--- src/rtl/gpio_pkg.sv ---
package gpio_pkg;
  localparam int ADDR_W = 4;
  localparam logic [ADDR_W-1:0] A_DIR  = 4'd0;
  localparam logic [ADDR_W-1:0] A_OUT  = 4'd1;
  localparam logic [ADDR_W-1:0] A_SET  = 4'd2;
  localparam logic [ADDR_W-1:0] A_CLR  = 4'd3;
  localparam logic [ADDR_W-1:0] A_IN   = 4'd4;
  localparam logic [ADDR_W-1:0] A_RISE = 4'd5;
  localparam logic [ADDR_W-1:0] A_FALL = 4'd6;
  localparam logic [ADDR_W-1:0] A_STAT = 4'd7;
  localparam logic [ADDR_W-1:0] A_IEN  = 4'd8;
endpackage

--- src/rtl/gpio_sync.sv ---
module gpio_sync #(
  parameter int W      = 8,
  parameter int STAGES = 2
) (
  input  logic         clk,
  input  logic         rst,
  input  logic [W-1:0] d,
  output logic [W-1:0] q
);
  logic [W-1:0] stg [STAGES];

  always_ff @(posedge clk) begin
    if (rst) begin
      for (int i = 0; i < STAGES; i++) stg[i] <= '0;
    end else begin
      stg[0] <= d;
      for (int i = 1; i < STAGES; i++) stg[i] <= stg[i-1];
    end
  end

  assign q = stg[STAGES-1];
endmodule

--- src/rtl/gpio_out.sv ---
module gpio_out #(
  parameter int NPIN = 8
) (
  input  logic            clk,
  input  logic            rst,
  input  logic            wr_all,
  input  logic [NPIN-1:0] wdata,
  input  logic [NPIN-1:0] set_mask,
  input  logic [NPIN-1:0] clr_mask,
  output logic [NPIN-1:0] out_q
);
  // clear is applied after set so a coincident clear dominates
  always_ff @(posedge clk) begin
    if (rst)         out_q <= '0;
    else if (wr_all) out_q <= wdata;
    else             out_q <= (out_q | set_mask) & ~clr_mask;
  end
endmodule

--- src/rtl/gpio_edge.sv ---
module gpio_edge #(
  parameter int NPIN = 8
) (
  input  logic            clk,
  input  logic            rst,
  input  logic [NPIN-1:0] lvl,
  input  logic [NPIN-1:0] rise_en,
  input  logic [NPIN-1:0] fall_en,
  input  logic [NPIN-1:0] w1c,
  output logic [NPIN-1:0] evt_q,
  output logic [NPIN-1:0] stat_q
);
  logic [NPIN-1:0] prev_q;
  logic [NPIN-1:0] hit;

  genvar g;
  generate
    for (g = 0; g < NPIN; g++) begin : g_pin
      always_comb
        hit[g] = (rise_en[g] & lvl[g] & ~prev_q[g]) |
                 (fall_en[g] & ~lvl[g] & prev_q[g]);

      always_ff @(posedge clk) begin
        if (rst) begin
          prev_q[g] <= 1'b0;
          evt_q[g]  <= 1'b0;
          stat_q[g] <= 1'b0;
        end else begin
          prev_q[g] <= lvl[g];
          evt_q[g]  <= hit[g];
          stat_q[g] <= (stat_q[g] & ~w1c[g]) | hit[g];
        end
      end
    end
  endgenerate
endmodule

--- src/rtl/gpio_bank.sv ---
module gpio_bank
  import gpio_pkg::*;
#(
  parameter int NPIN        = 8,
  parameter int SYNC_STAGES = 2
) (
  input  logic              clk,
  input  logic              rst,
  input  logic              bus_we,
  input  logic              bus_re,
  input  logic [ADDR_W-1:0] bus_addr,
  input  logic [NPIN-1:0]   bus_wdata,
  output logic [NPIN-1:0]   bus_rdata,
  input  logic [NPIN-1:0]   pin_in,
  output logic [NPIN-1:0]   pin_out,
  output logic [NPIN-1:0]   pin_oe,
  output logic              irq,
  output logic [NPIN-1:0]   dma_evt
);
  logic [NPIN-1:0] dir_q, rise_en_q, fall_en_q, irq_en_q;
  logic [NPIN-1:0] lvl, stat, out_q, rd_mux;
  logic [NPIN-1:0] set_m, clr_m, w1c_m;
  logic            wr_out;

  assign wr_out = bus_we && (bus_addr == A_OUT);
  assign set_m  = (bus_we && bus_addr == A_SET)  ? bus_wdata : '0;
  assign clr_m  = (bus_we && bus_addr == A_CLR)  ? bus_wdata : '0;
  assign w1c_m  = (bus_we && bus_addr == A_STAT) ? bus_wdata : '0;

  always_ff @(posedge clk) begin
    if (rst) begin
      dir_q     <= '0;
      rise_en_q <= '0;
      fall_en_q <= '0;
      irq_en_q  <= '0;
    end else if (bus_we) begin
      case (bus_addr)
        A_DIR:   dir_q     <= bus_wdata;
        A_RISE:  rise_en_q <= bus_wdata;
        A_FALL:  fall_en_q <= bus_wdata;
        A_IEN:   irq_en_q  <= bus_wdata;
        default: ;
      endcase
    end
  end

  gpio_sync #(.W(NPIN), .STAGES(SYNC_STAGES)) u_sync (
    .clk(clk), .rst(rst), .d(pin_in), .q(lvl)
  );

  gpio_out #(.NPIN(NPIN)) u_out (
    .clk(clk), .rst(rst), .wr_all(wr_out), .wdata(bus_wdata),
    .set_mask(set_m), .clr_mask(clr_m), .out_q(out_q)
  );

  gpio_edge #(.NPIN(NPIN)) u_edge (
    .clk(clk), .rst(rst), .lvl(lvl), .rise_en(rise_en_q),
    .fall_en(fall_en_q), .w1c(w1c_m), .evt_q(dma_evt), .stat_q(stat)
  );

  always_comb begin
    case (bus_addr)
      A_DIR:   rd_mux = dir_q;
      A_OUT:   rd_mux = out_q;
      A_IN:    rd_mux = lvl;
      A_RISE:  rd_mux = rise_en_q;
      A_FALL:  rd_mux = fall_en_q;
      A_STAT:  rd_mux = stat;
      A_IEN:   rd_mux = irq_en_q;
      default: rd_mux = '0;
    endcase
  end

  always_ff @(posedge clk) begin
    if (rst) begin
      bus_rdata <= '0;
      irq       <= 1'b0;
    end else begin
      if (bus_re) bus_rdata <= rd_mux;
      irq <= |(stat & irq_en_q);
    end
  end

  assign pin_out = out_q;
  assign pin_oe  = dir_q;
endmodule

--- config.mk ---
export PLATFORM = sky130hd
export DESIGN_NAME = gpio_bank
export DESIGN_NICKNAME = d
export VERILOG_FILES = /design/src/rtl/gpio_pkg.sv /design/src/rtl/gpio_sync.sv /design/src/rtl/gpio_out.sv /design/src/rtl/gpio_edge.sv /design/src/rtl/gpio_bank.sv
export SDC_FILE = /design/constraint.sdc
export NUM_CORES = 1
export LEC_CHECK = 0
export BUFFER_PORTS_ARGS = -buffer_cell sky130_fd_sc_hd__buf_4
export CAP_MARGIN = 5
export CORE_MARGIN = 4
export CORE_UTILIZATION = 60
export DETAILED_ROUTE_END_ITERATION = 12
export PLACE_DENSITY_LB_ADDON = 0.15
export SLEW_MARGIN = 15
export SYNTH_ARGS = -nofsm -noshare
export SYNTH_HDL_FRONTEND = slang
export SYNTH_SLANG_ARGS = --single-unit
--- constraint.sdc ---
create_clock -name clk -period 2.9 [get_ports clk]
set_clock_uncertainty 0.2 [all_clocks]
set_input_delay 0 -clock clk [delete_from_list [all_inputs] [get_ports clk]]
set_output_delay 0 -clock clk [all_outputs]
set_load 0.005 [all_outputs]
==> Word-level counts from Yosys, hierarchy flattened <==
Memories as Yosys holds them, arrays and structs flattened.
Index checks and enable logic that the tools add are counted.
{ "op_classes": {"n_reduce_logical": 10, "n_bitwise": 86, "eq_ne": 8, "muxes": 10} }
{ "op_table": {"columns": ["operator", "n"], "rows": [
  ["8-bit one-hot mux with 7 select lines", 1],
  ["8-bit two-way mux", 6],
  ["1-bit bitwise AND", 40],
  ["1-bit inverter", 24],
  ["1-bit bitwise OR", 18],
  ["8-bit bitwise AND", 2],
  ["4-bit by 3-bit equality test with 1-bit output, second input constant", 4],
  ["4-bit by 2-bit equality test with 1-bit output, second input constant", 2],
  ["8-bit inverter", 1],
  ["8-bit bitwise OR", 1],
  ["2-bit AND reduction", 4],
  ["8-bit OR reduction", 1],
  ["4-bit by 1-bit equality test with 1-bit output, second input constant", 1],
  ["4-bit equality test, second input constant", 1],
  ["1-bit logical AND", 4],
  ["4-bit zero test", 1],
  ["1-bit two-way mux", 3]
]} }
{ "word_totals": {"word_cells": 146, "ram_bits": 16, "regBits": 73, "memories": 1, "input_bits": 24} }
{ "memory_table": {"columns": ["memory", "words", "width", "read_ports", "rd_clocked_by_memory_dff", "write_ports", "line", "rtl"], "rows": [
  ["u_sync.stg", 2, 8, 2, 0, 2, "gpio_sync.sv:10", "logic [W-1:0] stg [STAGES];"]
]} }

==> Logic depth before layout (Yosys ltp) <==
Gate-level depths: netlist of the first run.
{ "logic_depth": {"ltp_word": 6, "mapped_depth": 6, "mapped_depth_nobuf": 3} }

==> Cells and area by module <==
Synthesis of the first run repeated with hierarchy kept, for this count alone.
{ "unflattened": {"cells_unflattened": 419, "area_unflattened_um2": 4042.6} }
{ "modules_own_cells": {"columns": ["module", "seq_area_each_um2", "instances", "area_per_inst_um2", "cells_each"], "rows": [
  ["gpio_bank", 820.8, 1, 2287.2, 261],
  ["gpio_edge", 480.5, 1, 865.8, 74],
  ["gpio_sync", 320.3, 1, 524.3, 41],
  ["gpio_out", 160.2, 1, 365.4, 43]
]} }

==> Least setup slack after synthesis of the first run <==
OpenSTA, ideal clock, no wires.
{ "synth_timing": {"path_type": "input to register", "start": "input port bus_addr[0]", "end": "register bus_rdata[4]", "path_buffers": 2, "stages": 5, "slack_ns": 1.602, "arrival_time_ns": 0.960, "required_time_ns": 2.562, "cell_sequence": "buf_6 -> buf_4 -> mux2_2 -> a222oi_1 -> a221oi_2"} }
{ "synth_between": {"elab_chain_cells": 2} }
{ "synth_rtl": {"columns": ["item", "line", "rtl"], "rows": [
  ["from (decl)", "gpio_bank.sv:11", "input logic [ADDR_W-1:0] bus_addr,"],
  ["4-bit equality test (tied with other cells)", "gpio_bank.sv:62", "case (bus_addr)"],
  ["8-bit one-hot mux with 7 select lines (*)", "gpio_bank.sv:62", null],
  ["to (signal assigned)", "gpio_bank.sv:79", "if (bus_re) bus_rdata <= rd_mux;"],
  ["to (decl)", "gpio_bank.sv:13", "output logic [NPIN-1:0] bus_rdata,"]
]} }
Every way passes the cells marked *; elsewhere a longest branch is shown, timed or not.
A chain may end at the register's enable or synchronous reset.

==> Final worst setup path of the first run <==
{ "layout_timing": {"start": "input port bus_addr[1]", "end": "register irq_en_q[1]"} }
{ "layout_between": {"elab_chain_cells": 2} }
{ "layout_rtl": {"columns": ["item", "line", "rtl"], "rows": [
  ["4-bit equality test", "gpio_bank.sv:37", "case (bus_addr)"],
  ["2-bit AND reduction (no source line)", null, null],
  ["to (signal assigned)", "gpio_bank.sv:41", "A_IEN: irq_en_q <= bus_wdata;"],
  ["to (decl)", "gpio_bank.sv:20", "logic [NPIN-1:0] dir_q, rise_en_q, fall_en_q, irq_en_q;"]
]} }
Every way passes these cells.

==> results.txt, run 1 <==
Die Width -> 87.27 µm
Setup crit end kind -> flip-flop
Post-route ant nets -> 0
P_leak -> 1.674 nW
Antenna cell count -> 0
Final hold vios -> 1
Die area -> 7615 µm²
Mux contribution to synthesized area -> 0.07169
I/O pin count -> 57
CP arrival -> 2.51 ns
Fraction of layout instances using a drive strength above 1 -> 0.2253
Clock sinks -> 89
Area Overhead vs Synth -> 23.66%
Mean post-synth cell area -> 9.741 µm²
Yosys warning count -> 0
Initial antenna violation count -> 0
Vias in the first global route -> 3240
Critical path's slowest cell -> dlygate4sd3_1
Most common cell after layout, fill and taps aside -> dfxtp_1
Worst vdd ir -> 382.7 µV
Critical path fanouts, max -> 42
# placed instances -> 488
CTS Buf Count -> 9
Mapped Area -> 3770 µm²
Largest net degree at the start of global routing -> 55
HP Start -> bus_addr[2]
Non-Filler Instances -> 541
Crit path kind -> in2reg
Max incr delay on CP -> 0.56 ns
Tmin final -> 2.397 ns
Worst Hold End -> irq_en_q[0]
Synth Area in Compound Gates -> 0.1902
Max_cap viols -> 0
Mapped Cells -> 387
GRT Total Usage -> 0.2768
Simple-gate portion of the synthesized area -> 0.2121
Grt ovf -> 0
Commonest cells after routing, fill and taps aside -> 89 x dfxtp_1, 60 x buf_4, 48 x a21oi_1
Hold WS -> -0.002042 ns
Final Net Count -> 485
Buf/Inv on CP -> 4
Clock Pin Slew Worst Setup and Hold Paths -> 0.09 ns
Adder-cell share of the synthesized area -> 0
Seq/Total Area, Yosys -> 0.4726
Maximum clock rate -> 0.4171 GHz
Core area -> 6026 µm²
Worst r2r path cells -> 3
Reg2reg setup slack -> 1.46 ns
Failing checks -> hold timing
Final TNS setup -> 0 ns
RSZ-0062 raised after global routing -> no
Reg-to-reg critical path startpoint -> fall_en_q[0]
XOR/XNOR share of the synthesized area -> 0.004315
Initial core utilization -> 0.6256
Fin crit share -> 0.8267
Reg2reg end -> fall_en_q[0]
Hold WC Path Type -> in2reg
Critical path data required time -> 3.01 ns
Floorplan row count -> 28
WL/cell -> 18.17 µm
Post_cts resized -> 0
Power per Cell Area -> 483.6 nW/µm²
CP most frequent cell -> dlygate4sd3_1
Port buffer count -> 56
TritonCTS clock tree -> built
Initial DRT Pass Iterations -> 5
H-tree depth -> 3
Dpl hpwl -> 6.514 mm
Clock root buffer -> clkbuf_8
Critical-path cell list -> dlygate4sd3_1 -> buf_4 -> nor4b_4 -> nand3_1 -> dlygate4sd3_1 -> a21oi_1 -> dlygate4sd3_1
Relative slew slack -> 0.5782
Clock Tree Buf Depth -> 2
Hold Crit Depth -> 4
Syn Nets -> 411
DRC Markers -> 0
Largest family of logic cells by synthesized area -> simple AND/OR/NAND/NOR gates
Synth cell types -> 37
Startpoint Class -> input pin
Gpl congestion -> 0.8270
FF+latch count, synth -> 89
Clk_lat worst skew -> 0.36 ns
Outcome -> complete, but fails checks
Max-slew violations -> 0
First-pass GRT wire length -> 16.21 mm
Routed wire length -> 9.830 mm
Die height -> 87.27 µm
Slew @ Worst Pin -> 0.6320 ns
Via count -> 3345
Final-report setup violation count -> 0
CP delay by family, top -> buffers and inverters
Vias per cell -> 6.183
Violation count after the first detailed-route iteration -> 334
[flip-flops by register name, summed over array words and instances, names as in the netlist]
signal,cells
irq_en_q,8
pin_oe,8
u_edge.prev_q,8
u_edge.evt_q,8
u_edge.stat_q,8
u_out.out_q,8
bus_rdata,8
irq,1
u_sync.stg,16
rise_en_q,8
fall_en_q,8
[cell families (layout without fill, tap and decap cells)]
| group | after synthesis | after routing |
|---|---|---|
| buf+inv | 34 | 113 |
| mux | 16 | 16 |
| simple gates | 129 | 129 |
| compound gates | 118 | 118 |
| xor+xnor | 1 | 1 |
| flops | 89 | 89 |
[power by group]
part	switching, mW	internal, mW	total, mW
Sequential	0.0147	1.24	1.26
Clock	0.448	0.336	0.784
Combinational	0.117	0.0948	0.212
Total	0.580	1.67	2.25
[per-layer routing]
metal | wire [µm] | part of all wire | track usage
met1 | 4151 | 0.42 | 0.3677
met2 | 4621 | 0.47 | 0.4288
met4 | 153 | 0.016 | 0.1004
met3 | 904 | 0.092 | 0.08042
met5 | 0 | 0 | 0
[cells in the mapped netlist, drive strengths merged]
cell type	instances	area [µm²]
or2	1	6.260
nor4b	1	23.77
mux4	8	180.2
or3b	1	8.760
nor2	2	7.510
clkbuf	12	46.29
inv	3	11.26
nor3b	1	18.77
a22oi	4	30.03
nand4bb	1	11.26
a41oi	1	8.760
a21oi	48	240.2
dfxtp	89	1782
nand4b	1	8.760
buf	19	127.6
or4b	1	10.01
a31o	8	70.07
nand2b	2	12.51
and3b	2	17.52
mux2	8	90.09
a221oi	8	82.58
a222oi	8	80.08
nand2	16	60.06
nand3	41	210.2
nand3b	25	187.7
xor2	1	16.27
o21ai	41	205.2
and4b	1	10.01
nor2b	33	206.5
[stage by stage]
step / hold slack, ns / instance area [µm²] / setup slack [ns] / power, mW / utilization
floorplan: -0.07182 / 3770 / 1.602 / 1.399 / -
global placement: 0.009819 / 4118 / 1.102 / 1.456 / 0.6833
detailed placement: 0.01695 / 4118 / 1.050 / 1.461 / 0.6833
CTS: 0.06945 / 4639 / 0.02405 / 2.256 / 0.7699
global route: 0.04636 / 4662 / 0.4130 / 2.340 / 0.7737
finish: -0.002042 / 4662 / 0.5026 / 2.254 / 0.7737
[layout make-up]
type / count / area (µm²)
multi-input combinational: 264 / 1803
clock buffer: 10 / 137.6
inverter: 3 / 11.26
timing repair buffer: 94 / 790.8
tap: 75 / 93.84
clock inverter: 6 / 43.79
fill: 414 / 1364
sequential: 89 / 1782
[worst max path at each step]
stage / start / endpoint / depth (start not counted)
finish: bus_addr[1] / irq_en_q[1] / 7
global route: bus_addr[1] / irq_en_q[1] / 7
CTS: bus_addr[1] / irq_en_q[1] / 7
detailed placement: bus_addr[1] / bus_rdata[4] / 4
global placement: bus_addr[1] / bus_rdata[6] / 4
floorplan: bus_addr[0] / bus_rdata[4] / 5
[repair_timing]
action | 4_1_cts | 5_1_grt
setup buffers | 0 | 3
endpoints found under the hold margin | 78 | 0
setup endpoints to repair | 0 | 1
hold buffers | 34 | 0
[worst min-delay path, stage by stage]
cell,delay [ns]
buf_4,0.27
nor4b_4,0.11
nand3_1,0.08
a21oi_1,0.05
No activity file was read; power rests on OpenSTA's default activity.
==> inputs of run 2 (changes only) <==
Settings changed: CORE_UTILIZATION 60 to 56.
Clock period 2.9 ns to 2.36 ns, I/O delays scaled along.
==> run 2 against run 1 <==
The flow now finishes without violations; die area is 6.5% higher; clock-buffer cell count is 1 lower; final area is 0.38% lower; sequential power is 23% higher; sequential cell count stayed put; critical endpoint unchanged.
==> results.txt, run 2 (same netlist as run 1, synthesis figures left out) <==
Slew @ Worst Pin -> 0.6592 ns
P_leak -> 1.663 nW
Met2 GRT Util -> 0.3584
RSZ-0062 raised after global routing -> no
CP most frequent cell -> dlygate4sd3_1
Die area -> 8109 µm²
Final hold vios -> 0
Design area -> 4644 µm²
Vias per cell -> 6.116
Most flops, register -> u_sync.stg
Power per Cell Area -> 656.7 nW/µm²
Max-slew violations -> 0
Grt ovf -> 0
Port buffer count -> 56
Initial antenna violation count -> 0
Initial core utilization -> 0.5837
Critical path's slowest cell -> or4b_4
Die Width -> 90.05 µm
Maximum clock rate -> 0.4414 GHz
Violation count after the first detailed-route iteration -> 414
Hold WC Path Type -> in2reg
Worst vdd ir -> 472.4 µV
DRC Markers -> 0
Outcome -> finished clean
Crit path from -> bus_addr[1]
Startpoint Class -> input pin
Routed wire length -> 9.673 mm
TritonCTS clock tree -> built
Vias in the first global route -> 3119
Most crowded layer after global routing -> met2
Critical path data required time -> 2.40 ns
Initial DRT Pass Iterations -> 4
Setup crit end kind -> flip-flop
Most common cell after layout, fill and taps aside -> dfxtp_1
Core area -> 6459 µm²
Dpl hpwl -> 6.204 mm
Buf/Inv on CP -> 3
CP arrival -> 2.30 ns
Place WS -> 0.6312 ns
Post-CTS setup buffers -> 0
Post-layout util -> 0.7191
M1 GR Usage -> 0.3388
Post-route ant nets -> 0
Commonest cells after routing, fill and taps aside -> 89 x dfxtp_1, 58 x buf_4, 48 x a21oi_1
Clock root buffer -> clkbuf_8
HP Start -> bus_addr[2]
CP delay by family, top -> buffers and inverters
Critical-path cell list -> dlygate4sd3_1 -> buf_4 -> or4b_4 -> o21ai_0 -> a21oi_1 -> dlygate4sd3_1
Final Net Count -> 476
Worst setup margin -> 0.09452 ns
Via count -> 3266
Gpl congestion -> 0.8234
Relative slew slack -> 0.5602
Final TNS setup -> 0 ns
Max incr delay on CP -> 0.63 ns
Clock Tree Buf Depth -> 2
First-pass GRT wire length -> 16.04 mm
Die height -> 90.05 µm
Total power draw -> 3.050 mW
Clk_lat worst skew -> 0.35 ns
Crit path kind -> in2reg
H-tree depth -> 3
Post-DP Area -> 4128 µm²
Fraction of layout instances using a drive strength above 1 -> 0.2276
WL/cell -> 18.11 µm
Clock Pin Slew Worst Setup and Hold Paths -> 0.09 ns
Fill cell count -> 477
GRT Total Usage -> 0.2422
Antenna cell count -> 0
Floorplan row count -> 29
Tmin final -> 2.265 ns
Largest net degree at the start of global routing -> 47
Reg-to-reg critical path startpoint -> irq_en_q[0]
I/O pin count -> 57
Grt met3 use -> 0.06594
Area Overhead vs Synth -> 23.20%
CTS Buf Count -> 9
Fin crit share -> 0.9599
Final-report setup violation count -> 0
Max FFs per register -> 16
Critical path fanouts, max -> 42
Max_cap viols -> 0
Clock sinks -> 89
-- run 2: changes by cell type in the layout (fill, tap and decap cells not counted) --
cell and change:
buf_4 -2, bufinv_16 +3, clkbuf_8 -1, clkinv_2 -1, clkinv_4 -2, clkinvlp_4 +1, dlygate4sd3_1 -7, or4b_1 -1
or4b_4 +1
-- run 2: area by class of cell --
| type | count | area (µm²) | area share |
|---|---|---|---|
| multi-input combinational | 264 | 1807 | 0.3890 |
| sequential | 89 | 1782 | 0.3836 |
| tap | 77 | 96.34 | 0.02074 |
| clock inverter | 7 | 118.9 | 0.02559 |
| timing repair buffer | 85 | 705.7 | 0.1519 |
| clock buffer | 9 | 123.9 | 0.02667 |
| inverter | 3 | 11.26 | 0.002425 |
-- run 2: path summary, 6_finish.rpt --
check                       to  slack [ns]  cells past startpoint
min reg2reg  u_sync.stg[0][13]        0.24                      1
max reg2reg        irq_en_q[0]        0.89                      3
min                  pin_oe[5]        0.10                      4
max                irq_en_q[1]        0.09                      6
-- run 2: per-stage QoR --
step,std cells,hold WS (ns)
finish,534,0.1008
global route,534,0.1299
CTS,534,0.07790
detailed placement,491,0.01669
global placement,491,0.008418
floorplan,387,-0.07182
-- run 2: power breakdown --
part           total, mW  switching [mW]  internal [mW]
combinational      0.253           0.143          0.110
clock               1.25           0.548          0.703
sequential          1.55          0.0177           1.53
total               3.05           0.709           2.34
-- run 2: timing repair --
action | in CTS | in global routing
gates resized for setup | 0 | 1
setup endpoints to repair | 0 | 3
hold endpoints to repair | 70 | 0
hold buffers | 27 | 0
-- run 2: metal layers --
layer,part of all wire,vias to the layer above
li1,-,1557
met1,0.45,1568
met2,0.46,131
met3,0.072,10
met4,0.013,0
met5,0,-
-- run 2: tightest hold or removal path, delay by kind of cell --
kind / cells / cell delay, ns
buffers and inverters: 1 / 0.28
and+or+nand+nor: 2 / 0.26
AOI/OAI and AO/OA: 1 / 0.05
